<file path="src/rtl/drd_pkg.sv">
package drd_pkg;
    // Default geometry shared by all decoder submodules.
    localparam int DRD_ROWS       = 8;
    localparam int DRD_BND_W      = 8;
    localparam int DRD_UNIT_SHIFT = 23;
    localparam int DRD_PAGE_SHIFT = 12;

    function automatic int drd_idx_w(input int rows);
        return (rows > 1) ? $clog2(rows) : 1;
    endfunction
endpackage

</file>
<file path="src/rtl/drd_bound_regs.sv">
module drd_bound_regs
    import drd_pkg::*;
#(
    parameter int ROWS  = DRD_ROWS,
    parameter int BND_W = DRD_BND_W,
    localparam int IDX_W = drd_idx_w(ROWS)
) (
    input  logic                       clk,
    input  logic                       rst_n,
    input  logic                       wr_en,
    input  logic [IDX_W-1:0]           wr_row,
    input  logic [BND_W-1:0]           wr_value,
    output logic [ROWS-1:0][BND_W-1:0] bnd
);
    typedef struct packed {
        logic [ROWS-1:0][BND_W-1:0] bnd;
    } regs_t;

    regs_t regs_d, regs_q;

    always_comb begin
        regs_d = regs_q;
        if (wr_en && (int'(wr_row) < ROWS)) begin
            regs_d.bnd[wr_row] = wr_value;
        end
    end

    always_ff @(posedge clk or negedge rst_n) begin
        if (!rst_n) begin
            regs_q <= '0;
        end else begin
            regs_q <= regs_d;
        end
    end

    assign bnd = regs_q.bnd;

    // a write lands in the addressed row on the following cycle
    a_r1_write_lands: assert property (@(posedge clk) disable iff (!rst_n)
        (wr_en && (int'(wr_row) < ROWS)) |=> bnd[$past(wr_row)] == $past(wr_value));
endmodule

</file>
<file path="src/rtl/drd_row_map.sv">
module drd_row_map
    import drd_pkg::*;
#(
    parameter int ROWS       = DRD_ROWS,
    parameter int BND_W      = DRD_BND_W,
    parameter int UNIT_SHIFT = DRD_UNIT_SHIFT,
    localparam int LIM_W     = BND_W + UNIT_SHIFT + 1
) (
    input  logic [ROWS-1:0][BND_W-1:0] bnd,
    output logic [ROWS-1:0][LIM_W-1:0] row_base,
    output logic [ROWS-1:0][LIM_W-1:0] row_lim,
    output logic [ROWS-1:0]            row_empty,
    output logic [LIM_W-1:0]           top_lim
);
    // A zero following populated rows stands for the first value past the field.
    localparam logic [LIM_W-1:0] WRAP_LIM = LIM_W'(1) << (BND_W + UNIT_SHIFT);

    always_comb begin
        logic [LIM_W-1:0] run_lim;
        logic [LIM_W-1:0] cand;
        run_lim = '0;
        cand    = '0;
        for (int i = 0; i < ROWS; i++) begin
            cand = LIM_W'(bnd[i]) << UNIT_SHIFT;
            if ((cand == '0) && (run_lim != '0)) begin
                cand = WRAP_LIM;
            end
            row_base[i] = run_lim;
            if (cand > run_lim) begin
                row_lim[i]   = cand;
                row_empty[i] = 1'b0;
                run_lim      = cand;
            end else begin
                row_lim[i]   = run_lim;
                row_empty[i] = 1'b1;
            end
        end
        top_lim = run_lim;
    end
endmodule

</file>
<file path="src/rtl/drd_match.sv">
module drd_match
    import drd_pkg::*;
#(
    parameter int ROWS  = DRD_ROWS,
    parameter int LIM_W = DRD_BND_W + DRD_UNIT_SHIFT + 1,
    localparam int IDX_W = drd_idx_w(ROWS)
) (
    input  logic                       clk,
    input  logic                       rst_n,
    input  logic [LIM_W-1:0]           addr,
    input  logic [ROWS-1:0][LIM_W-1:0] row_base,
    input  logic [ROWS-1:0][LIM_W-1:0] row_lim,
    input  logic [ROWS-1:0]            row_empty,
    input  logic [LIM_W-1:0]           top_lim,
    output logic [ROWS-1:0]            cs_onehot,
    output logic [IDX_W-1:0]           row_idx,
    output logic                       out_of_range
);
    typedef struct packed {
        logic [ROWS-1:0]  cs;
        logic [IDX_W-1:0] idx;
        logic             oor;
    } sel_t;

    sel_t sel_d, sel_q;
    logic [ROWS-1:0] hit;

    for (genvar g = 0; g < ROWS; g++) begin : g_hit
        assign hit[g] = !row_empty[g] && (addr >= row_base[g]) && (addr < row_lim[g]);

        // an empty row is never driven as the chip select
        a_r3_empty_unselected: assert property (@(posedge clk) disable iff (!rst_n)
            row_empty[g] |=> !cs_onehot[g]);
    end

    // Lowest-numbered hit wins; scan downward so the last assignment is row 0.
    always_comb begin
        sel_d.cs  = '0;
        sel_d.idx = '0;
        sel_d.oor = 1'b1;
        for (int i = ROWS - 1; i >= 0; i--) begin
            if (hit[i]) begin
                sel_d.cs  = ROWS'(1) << i;
                sel_d.idx = IDX_W'(i);
                sel_d.oor = 1'b0;
            end
        end
    end

    always_ff @(posedge clk or negedge rst_n) begin
        if (!rst_n) begin
            sel_q.cs  <= '0;
            sel_q.idx <= '0;
            sel_q.oor <= 1'b1;
        end else begin
            sel_q <= sel_d;
        end
    end

    assign cs_onehot    = sel_q.cs;
    assign row_idx      = sel_q.idx;
    assign out_of_range = sel_q.oor;

    // exactly one of the chip selects and the range flag is high
    a_r9_exclusive: assert property (@(posedge clk) disable iff (!rst_n)
        $countones({cs_onehot, out_of_range}) == 1);

    // the row number names the asserted chip select
    a_r5_idx_agrees: assert property (@(posedge clk) disable iff (!rst_n)
        !out_of_range |-> cs_onehot == (ROWS'(1) << row_idx));

    // addresses at or above the running top are flagged next cycle
    a_r6_above_top: assert property (@(posedge clk) disable iff (!rst_n)
        (addr >= top_lim) |=> out_of_range);

    // addresses below the running top always land in a row
    a_r6_below_top: assert property (@(posedge clk) disable iff (!rst_n)
        (addr < top_lim) |=> !out_of_range);
endmodule

</file>
<file path="src/rtl/dram_row_decoder.sv">
module dram_row_decoder
    import drd_pkg::*;
#(
    parameter int ROWS       = DRD_ROWS,
    parameter int BND_W      = DRD_BND_W,
    parameter int UNIT_SHIFT = DRD_UNIT_SHIFT,
    parameter int PAGE_SHIFT = DRD_PAGE_SHIFT,
    localparam int IDX_W     = drd_idx_w(ROWS),
    localparam int LIM_W     = BND_W + UNIT_SHIFT + 1,
    localparam int PG_W      = LIM_W - PAGE_SHIFT
) (
    input  logic             clk,
    input  logic             rst_n,
    input  logic             wr_en,
    input  logic [IDX_W-1:0] wr_row,
    input  logic [BND_W-1:0] wr_value,
    input  logic [LIM_W-1:0] addr,
    input  logic [IDX_W-1:0] insp_row,
    output logic [ROWS-1:0]  cs_onehot,
    output logic [IDX_W-1:0] row_idx,
    output logic             out_of_range,
    output logic [PG_W-1:0]  insp_base_pg,
    output logic [PG_W-1:0]  insp_size_pg
);
    logic [ROWS-1:0][BND_W-1:0] bnd;
    logic [ROWS-1:0][LIM_W-1:0] row_base;
    logic [ROWS-1:0][LIM_W-1:0] row_lim;
    logic [ROWS-1:0]            row_empty;
    logic [LIM_W-1:0]           top_lim;

    drd_bound_regs #(
        .ROWS  (ROWS),
        .BND_W (BND_W)
    ) u_regs (
        .clk      (clk),
        .rst_n    (rst_n),
        .wr_en    (wr_en),
        .wr_row   (wr_row),
        .wr_value (wr_value),
        .bnd      (bnd)
    );

    drd_row_map #(
        .ROWS       (ROWS),
        .BND_W      (BND_W),
        .UNIT_SHIFT (UNIT_SHIFT)
    ) u_map (
        .bnd       (bnd),
        .row_base  (row_base),
        .row_lim   (row_lim),
        .row_empty (row_empty),
        .top_lim   (top_lim)
    );

    drd_match #(
        .ROWS  (ROWS),
        .LIM_W (LIM_W)
    ) u_match (
        .clk          (clk),
        .rst_n        (rst_n),
        .addr         (addr),
        .row_base     (row_base),
        .row_lim      (row_lim),
        .row_empty    (row_empty),
        .top_lim      (top_lim),
        .cs_onehot    (cs_onehot),
        .row_idx      (row_idx),
        .out_of_range (out_of_range)
    );

    // Inspection stage: base and size of one row, in pages.
    typedef struct packed {
        logic [PG_W-1:0] base;
        logic [PG_W-1:0] size;
    } insp_t;

    insp_t insp_d, insp_q;

    always_comb begin
        insp_d = '0;
        if (int'(insp_row) < ROWS) begin
            insp_d.base = row_base[insp_row][LIM_W-1:PAGE_SHIFT];
            insp_d.size = PG_W'((row_lim[insp_row] - row_base[insp_row]) >> PAGE_SHIFT);
        end
    end

    always_ff @(posedge clk or negedge rst_n) begin
        if (!rst_n) begin
            insp_q <= '0;
        end else begin
            insp_q <= insp_d;
        end
    end

    assign insp_base_pg = insp_q.base;
    assign insp_size_pg = insp_q.size;

    // the running limit never falls from one row to the next
    for (genvar g = 1; g < ROWS; g++) begin : g_mono
        a_r2_limits_rise: assert property (@(posedge clk) disable iff (!rst_n)
            row_lim[g] >= row_lim[g-1]);
    end

    // an inspected empty row reports zero size
    a_r3_empty_size: assert property (@(posedge clk) disable iff (!rst_n)
        ((int'(insp_row) < ROWS) && row_empty[insp_row]) |=> insp_size_pg == '0);
endmodule

</file>
<file path="config.mk">
export PLATFORM = sky130hd
export DESIGN_NAME = dram_row_decoder
export DESIGN_NICKNAME = d
export VERILOG_FILES = /design/src/rtl/drd_pkg.sv /design/src/rtl/drd_bound_regs.sv /design/src/rtl/drd_row_map.sv /design/src/rtl/drd_match.sv /design/src/rtl/dram_row_decoder.sv
export SDC_FILE = /design/constraint.sdc
export NUM_CORES = 1
export LEC_CHECK = 0
export ABC_AREA = 1
export ABC_CLOCK_PERIOD_IN_PS = 15600
export BUFFER_PORTS_ARGS = -buffer_cell sky130_fd_sc_hd__clkbuf_2
export CAP_MARGIN = 30
export CORE_ASPECT_RATIO = 0.75
export CORE_MARGIN = 1
export CORE_UTILIZATION = 41
export DETAILED_ROUTE_END_ITERATION = 7
export PLACE_DENSITY = 0.57
export SLEW_MARGIN = 30
export SYNTH_ARGS = -nofsm -noshare
export SYNTH_HDL_FRONTEND = slang
export SYNTH_SLANG_ARGS = --single-unit
</file>
<file path="constraint.sdc">
create_clock -name clk -period 15.6 [get_ports clk]
set_input_delay 1.56 -clock clk [delete_from_list [all_inputs] [get_ports clk]]
set_output_delay 1.56 -clock clk [all_outputs]
set_load 0.03 [all_outputs]
</file>
==> results of run 1 <==
[metrics by stage]
step,cells,worst slack [ns],utilization [%]
global placement,1654,0.172,43.9
finish,1684,1.07,46.3
detailed placement,1654,-0.254,43.9
floorplan,1371,1.99,-
global route,1684,-0.0727,46.3
CTS,1670,0.0530,45.2
[placed cells by master, fill, tap and decap left out, types with 13 or more instances in the layout]
cell,netlist,routed
nand3_1,61,59
nor2_1,97,95
nand2_1,261,256
inv_1,134,128
a211oi_1,17,17
nand3_2,14,16
a21oi_1,61,61
ha_1,140,139
conb_1,1,22
dfrtp_1,93,93
nand4_1,25,25
o21ai_0,125,123
nand2_4,7,13
clkbuf_2,0,77
buf_4,25,22
inv_2,18,25
o21ai_2,21,18
o211ai_1,24,24
nand2_2,43,44
[flip-flops by register name (all words and copies together), names as in the netlist]
| register | flops |
|---|---|
| u_match.row_idx | 3 |
| insp_base_pg | 9 |
| insp_size_pg | 9 |
| u_match.out_of_range | 1 |
| u_regs.bnd | 64 |
| u_match.cs_onehot | 8 |
[logic make-up (layout without fill, tap and decap cells)]
kind of cell	Yosys count	in the layout	share of synthesized area (%)
and+or+nand+nor	549	551	26.9
DFF	94	94	24.2
adders and majority gates	141	141	18.2
buffers and inverters	261	272	11.1
other	1	22	0.0386
AOI/OAI and AO/OA	299	299	19.0
xor gates and xnor gates	5	5	0.451
[worst max-delay path: cells and delay by family (launching register included)]
| kind | cells | cell delay, ns |
|---|---|---|
| fa+ha+maj | 9 | 2.70 |
| compound gates | 13 | 2.06 |
| simple gates | 70 | 7.86 |
| flops | 1 | 0.39 |
| buf+inv | 18 | 1.39 |
[cell type report]
class,instances,area [µm²]
Fill cell,2351,12400
Multi-Input combinational cell,1018,6510
Sequential cell,94,2350
Timing Repair Buffer,102,602
Inverter,154,581
Tap cell,300,375
Clock buffer,12,256
Clock inverter,4,32.5
[layer usage]
layer,vias to the layer above,share of wire (%)
li1,4556,-
met1,4348,49
met2,390,39
met3,40,9.1
met4,0,2.4
met5,-,0
[cells in the mapped netlist, types with 2 or more instances]
| cell | count | area, µm² |
|---|---|---|
| inv_1 | 134 | 503 |
| clkbuf_1 | 79 | 297 |
| a21oi_2 | 2 | 17.5 |
| o22ai_1 | 5 | 31.3 |
| buf_4 | 25 | 188 |
| o211ai_1 | 24 | 180 |
| o21ai_4 | 4 | 65.1 |
| o221ai_1 | 5 | 43.8 |
| xnor2_1 | 2 | 17.5 |
| buf_1 | 2 | 7.51 |
| nand2_1 | 261 | 980 |
| dfrtp_1 | 93 | 2330 |
| nand2_4 | 7 | 78.8 |
| a21oi_1 | 61 | 305 |
| nand3_1 | 61 | 305 |
| nor3_1 | 9 | 45.0 |
| o21ai_0 | 125 | 626 |
| ha_1 | 140 | 1750 |
| nor4_1 | 13 | 81.3 |
| nand2_8 | 2 | 40.0 |
| o21ai_1 | 8 | 40.0 |
| and3_1 | 2 | 12.5 |
| inv_2 | 18 | 67.6 |
| nor2_1 | 97 | 364 |
| nor2_2 | 2 | 12.5 |
| nand4_1 | 25 | 156 |
| nand3_2 | 14 | 140 |
| nor3b_1 | 2 | 15.0 |
| o21a_1 | 11 | 82.6 |
| o311ai_0 | 2 | 17.5 |
| nand2_2 | 43 | 269 |
| nand3b_1 | 2 | 15.0 |
| o31ai_1 | 2 | 15.0 |
| o21ai_2 | 21 | 184 |
| a221oi_1 | 3 | 26.3 |
| or2_2 | 2 | 12.5 |
| xor2_1 | 3 | 26.3 |
| a211oi_1 | 17 | 128 |
| o41ai_1 | 3 | 26.3 |
[what timing repair did]
action / 4_1_cts / 5_1_grt
pin swaps: 0 / 9
endpoints found under the setup margin: 1 / 14
setup buffers: 0 / 12
endpoints found under the hold margin: 0 / 0
resized for setup: 2 / 34
gates cloned: 0 / 2
[worst paths after layout]
kind | start | slack (ns) | endpoint | cells past startpoint
setup / recovery | u_regs.bnd[4] | 1.07 | insp_size_pg[19] | 110
hold / removal | u_regs.bnd[24] | 0.50 | u_regs.bnd[24] | 2
setup reg to reg | u_regs.bnd[4] | 1.07 | insp_size_pg[19] | 110
hold reg to reg | u_regs.bnd[24] | 0.50 | u_regs.bnd[24] | 2
max in group asynchronous | rst_n | 13.34 | u_regs.bnd[3] | 2
min in group asynchronous | rst_n | 1.15 | u_regs.bnd[57] | 1
==> summary.md, run 1 <==
| Metric | Value |
|---|---|
| Outcome | finished, violations left |
| Failing checks | DRC |
| Yosys Warn Count | 0 |
| Critical-path top delay cell | fa_1 |
| TritonCTS Buffers | 9 |
| Setup TNS Final | 0 ns |
| Final setup fails | 0 |
| Clk root buf | clkbuf_16 |
| CP Data Arrival Time | roughly 15 ns |
| Gp weighted congestion | ~0.96 |
| Nets | about 1600 |
| H-tree depth | 3 |
| Min-Delay Path Class | flop to flop |
| CP peak stage delay | 0.42 ns |
| Register area share after synthesis | 24.2% |
| First-pass GRT wire length | 51100 µm |
| Post-DRT Antenna Nets | 0 |
| Hold Vio Cnt, Final | 0 |
| Post-DP HPWL | ~26000 µm |
| Period minus WS final | 14.53 ns |
| GR met3 Demand/Resource | under 10% |
| Class of the most critical setup path | flop to flop |
| Number of DRC markers after the initial detailed-route iteration | approximately 1100 |
| Sinks on Clock Net | 94 |
| I/O Buffers | 78 |
| Max Freq | just under 70 MHz |
| CTS tree | yes |
| Die extent in x | ~180 µm |
| Register clock-pin slew on the reported worst setup and hold paths | about 0.07 ns |
| WP data required | roughly 16 ns |
| DIE HEIGHT | around 140 µm |
| EDFF count, synth | 0 |
| Die area | 24300 µm² |
| Grt met1 use | between 40% and 50% |
| Ant. Diodes | 0 |
| Worst Hold Slack | 0.497 ns |
| Synth Area per Inst | roughly 7 µm² |
| Layout Skew | around 0.0095 ns |
| DRC violations left | 14 |
| Startpoint types | flop |
| Slew Limit Fails | 0 |
| Length of the first detailed-routing pass in iterations | 8 |
| Dpl cell area | ~10000 µm² |
| Global routing's busiest layer | met1 |
| Tightest Pin Transition | 0.810 ns |
| Largest net degree at the start of global routing | 58 |
| Crit path max fanout | 10 |
| CTS max path bufs | 2 |
| Tcrit/Tclk final | a little over 90% |
| Routed WL per cell | around 20 µm |
| Share of cells above drive strength 1 | ~19% |
| Hold_buf cts | 0 |
| Cells after synthesis | between 1000 and 1500 |
| Core Area | between 20000 and 25000 µm² |
| Gr usage total | approximately 28% |
| Met2 Use GR | between 30 and 40% |
| Clk Latency, worst-skew pair | between 0.3 and 0.4 ns |
| Initial antenna violation count | 0 |
| Vias in the first global route | about 8400 |
| # IOs | between 100 and 150 |
| Cell mode on critical path | nand2_1 |
| Post-synth ARST share | 100% |
| Design Area, Final | around 11000 µm² |
| Routed vias/inst | about 5.5 |
| Cell Rows | 48 |
| Synthesis-stage register bit count | between 90 and 100 |
| Final wirelength | between 30000 and 40000 µm |
| Total grt overflow | 0 |
| Setup crit end kind | flop |
| Max Cap Viol | 0 |
| Slew margin rel. | a little under half |
| Netlist cell types | 58 |
| Layout area overhead | 10.3% |
| Most used flip-flop cell after synthesis | dfrtp_1 |
| Initial core utilization | a little over two fifths |
| Vias post-DR | 9334 |
| Post-Syn Area | a little under 10000 µm² |
Power of run 1 is not shown: default switching activity piles up to over one toggle a cycle in this logic, so the estimate is an artifact.
==> run 2: changes to the inputs <==
Settings changed: BUFFER_PORTS_ARGS -buffer_cell sky130_fd_sc_hd__clkbuf_2 to -buffer_cell sky130_fd_sc_hd__buf_2, CELL_PAD_IN_SITES_DETAIL_PLACEMENT set to 2, CELL_PAD_IN_SITES_GLOBAL_PLACEMENT set to 2, CORE_UTILIZATION 41 to 36, PLACE_DENSITY 0.57 to 0.81, SYNTH_HIERARCHICAL set to 1.
==> run 2 against run 1 <==
The run now ends clean. Worst hold slack got worse by 0.013 ns. Area after synthesis rose to 3.1 times the previous value. Routed wire length rose to 3.9 times the previous value. Critical path type unchanged. Critical endpoint unchanged. Largest cell class unchanged. Highest routed layer is now met5.
==> summary.md, run 2 <==
| Metric | Value |
|---|---|
| Clk root buf | clkbuf_16 |
| H-tree depth | 4 (+1) |
| Hold Vio Cnt, Final | 0 (unchanged) |
| Initial antenna violation count | 8 (+8) |
| CP peak stage delay | 0.70 ns (+0.28 ns) |
| Routed vias/inst | 5.30 (-4.4%) |
| Pleak | approximately 15 nW |
| RR Startpoint | u_regs/bnd[4] |
| Routed WL per cell | 22.7 µm (+14%) |
| Tcrit/Tclk final | 99.2% (+6.0 points) |
| Period minus WS final | 15.47 ns (+0.938 ns) |
| Vias in the first global route | 31023 (+270%) |
| First-pass GRT wire length | 189000 µm (+270%) |
| Critical-path top delay cell | o41ai_4 |
| Initial core utilization | 36.6% (-5.3 points) |
| # IOs | 101 (unchanged) |
| Flop-to-flop setup slack | 0.13 ns (-0.94 ns) |
| Outcome | completed |
| Seq pwr share | approximately 6.3% |
| Synth Area per Inst | 6.30 µm² (-12%) |
| Cell Rows | 90 (+88%) |
| Layout Skew | 0.0198 ns (+0.0103 ns) |
| Post-DP HPWL | 100000 µm (+290%) |
| Post-DRT Antenna Nets | 0 (unchanged) |
| Class of the most critical setup path | flop to flop |
| Setup slack at placement | -0.358 ns (-0.104 ns) |
| Nets | 5320 (+240%) |
| WP data required | 15.99 ns (+0.12 ns) |
| Number of DRC markers after the initial detailed-route iteration | 2014 (+83%) |
| Fill cell total of the finished layout | 10202 (+330%) |
| Share of cells above drive strength 1 | 8.66% (-11 points) |
| Max Freq | 64.6 MHz (-6.1%) |
| DRC violations left | 0 (-14) |
| Slew Limit Fails | 0 (unchanged) |
| Post-Syn Area | 29700 µm² (+210%) |
| Gr usage total | 29.4% (+1.3 points) |
| Final Util | 37.4% (-8.9 points) |
| Buf+Inv Stages, Crit Path | 16 (-2) |
| Metal2 WL | 54400 µm (+310%) |
| R2r endpoint | insp_size_pg[19] |
| Setup crit end kind | flop |
| R2R cell count | 100 (-9.1%) |
| Core Area | 81100 µm² (+250%) |
| Routed wl met3 | 6550 µm (+110%) |
| Slew margin rel. | 31.8% (-14 points) |
| Yosys Warn Count | 6 (+6) |
| Tightest Pin Transition | 1.02 ns (+0.213 ns) |
| Sw Share | around 63% |
| CP delay by family, top | simple AND/OR/NAND/NOR gates |
| Hold path depth | 2 (unchanged) |
| Crit path max fanout | 9 (-1) |
| Die area | 83700 µm² (+240%) |
| Vias post-DR | 30454 (+230%) |
| Cells after synthesis | 4713 (+250%) |
| CTS tree | yes |
| Die extent in x | 334 µm (+86%) |
| Clock share of power | approximately 5.8% |
| DP Cell Count | 5664 (+240%) |
| Cell mode on critical path | nand2_1 |
| Layout area overhead | 2.22% |
| Internal power | around 0.0027 W |
| CTS max path bufs | 2 (unchanged) |
| Length of the first detailed-routing pass in iterations | 6 (-2) |
| Min-Delay Path Class | flop to flop |
| Register clock-pin slew on the reported worst setup and hold paths | 0.08 ns (about the same) |
| FF/Latch Area | 2910 µm² (+24%) |
| M1 wire length | 66900 µm (+310%) |
| Gp weighted congestion | 0.962 (+0.48%) |
| Most frequent cells in the layout | nand2_1, inv_1, ha_1, nor2_1, conb_1 |
| Pwr Density | between 200 and 250 nW/µm² |
| Uppermost routed layer | met5 |
| Startpoint types | flop |
| Final wirelength | 130000 µm (+290%) |
| CP Data Arrival Time | 15.87 ns (+1.07 ns) |
| TritonCTS Buffers | 17 (+8) |
| Fin cells | 5747 (+240%) |
| NetSw | about 0.0048 W |
| Sink of the worst hold path | u_regs/bnd[8] |
| Commonest non-fill, non-tap cell in the layout | nand2_1 |
| Largest net degree at the start of global routing | 103 (+78%) |
| Max Cap Viol | 0 (unchanged) |
| Clk Latency, worst-skew pair | 0.50 ns (+0.13 ns) |
| Final setup fails | 0 (unchanged) |
| Final WS setup | 0.128 ns (-0.938 ns) |
| DIE HEIGHT | 251 µm (+85%) |
| Hold_sp | u_regs/bnd[8] |
| I/O Buffers | 100 (+28%) |
| Area occupied by multi-input gates | 21500 µm² (+230%) |
| Combinational power share | about 88% |
| Total grt overflow | 0 (unchanged) |
| Sinks on Clock Net | 116 (+23%) |
| Worst vdd ir | 0.201 mV |
| Max reg flops | 64 (unchanged) |
## run 2: tightest hold or removal path, stage by stage, from the launching register on
cell,delay (ns)
dfrtp_1,0.35
nand2_1,0.06
nand2_1,0.05
## run 2: worst max-delay path by stage
stage	start	endpoint	cells after the start
floorplan	u_regs/bnd[12]	insp_size_pg[16]	109
global placement	u_regs/bnd[4]	insp_size_pg[19]	100
detailed placement	u_regs/bnd[2]	insp_size_pg[18]	102
CTS	u_regs/bnd[5]	insp_size_pg[19]	100
global route	u_regs/bnd[4]	insp_size_pg[18]	108
finish	u_regs/bnd[4]	insp_size_pg[19]	100
## run 2: timing repair
| action | 4_1_cts | 5_1_grt |
|---|---|---|
| resized for setup | 3 | 93 |
| pin swaps | 1 | 24 |
| buffers inserted | 1 | 38 |
| setup endpoints to repair | 13 | 14 |
| cloned | 1 | 10 |
| hold buffers | 0 | 0 |
## run 2: power groups by stage
stage	logic (W)	registers, W	clock network (W)
after global routing	0.00710	0.000475	0.000446
after floorplan	0.00404	0.000525	0
after detailed placement	0.00556	0.000471	0
after global placement	0.00531	0.000467	0
after CTS	0.00567	0.000467	0.000439
final	0.00660	0.000470	0.000433
## run 2: metrics by stage
| step | TNS (ns) | cell area [µm²] | hold WS (ns) | power, W |
|---|---|---|---|---|
| floorplan | 0 | 31100 | 0.442 | 0.00456 |
| global placement | 0 | 29000 | 0.460 | 0.00578 |
| detailed placement | -2.79 | 29000 | 0.471 | 0.00603 |
| CTS | 0 | 29600 | 0.487 | 0.00657 |
| global route | -6.46 | 30400 | 0.518 | 0.00802 |
| finish | 0 | 30400 | 0.484 | 0.00750 |
## run 2: per-layer routing
layer,global-route usage (%),up-vias
met2,44.1,726
met1,45.2,15180
li1,-,14417
met3,3.12,129
met4,4.95,2
met5,0,-
## run 2: layout make-up
type | instances | area share [%]
diodes | 1 | 0.00824
clock buffers | 20 | 1.50
clock inverters | 12 | 0.433
inverters | 796 | 9.91
multi-input cells | 3577 | 70.8
flip-flops and latches | 116 | 9.59
well taps | 1058 | 4.36
repair buffers | 165 | 3.37
repair inverters | 2 | 0.0494
Power figures use the tool's default switching activity.
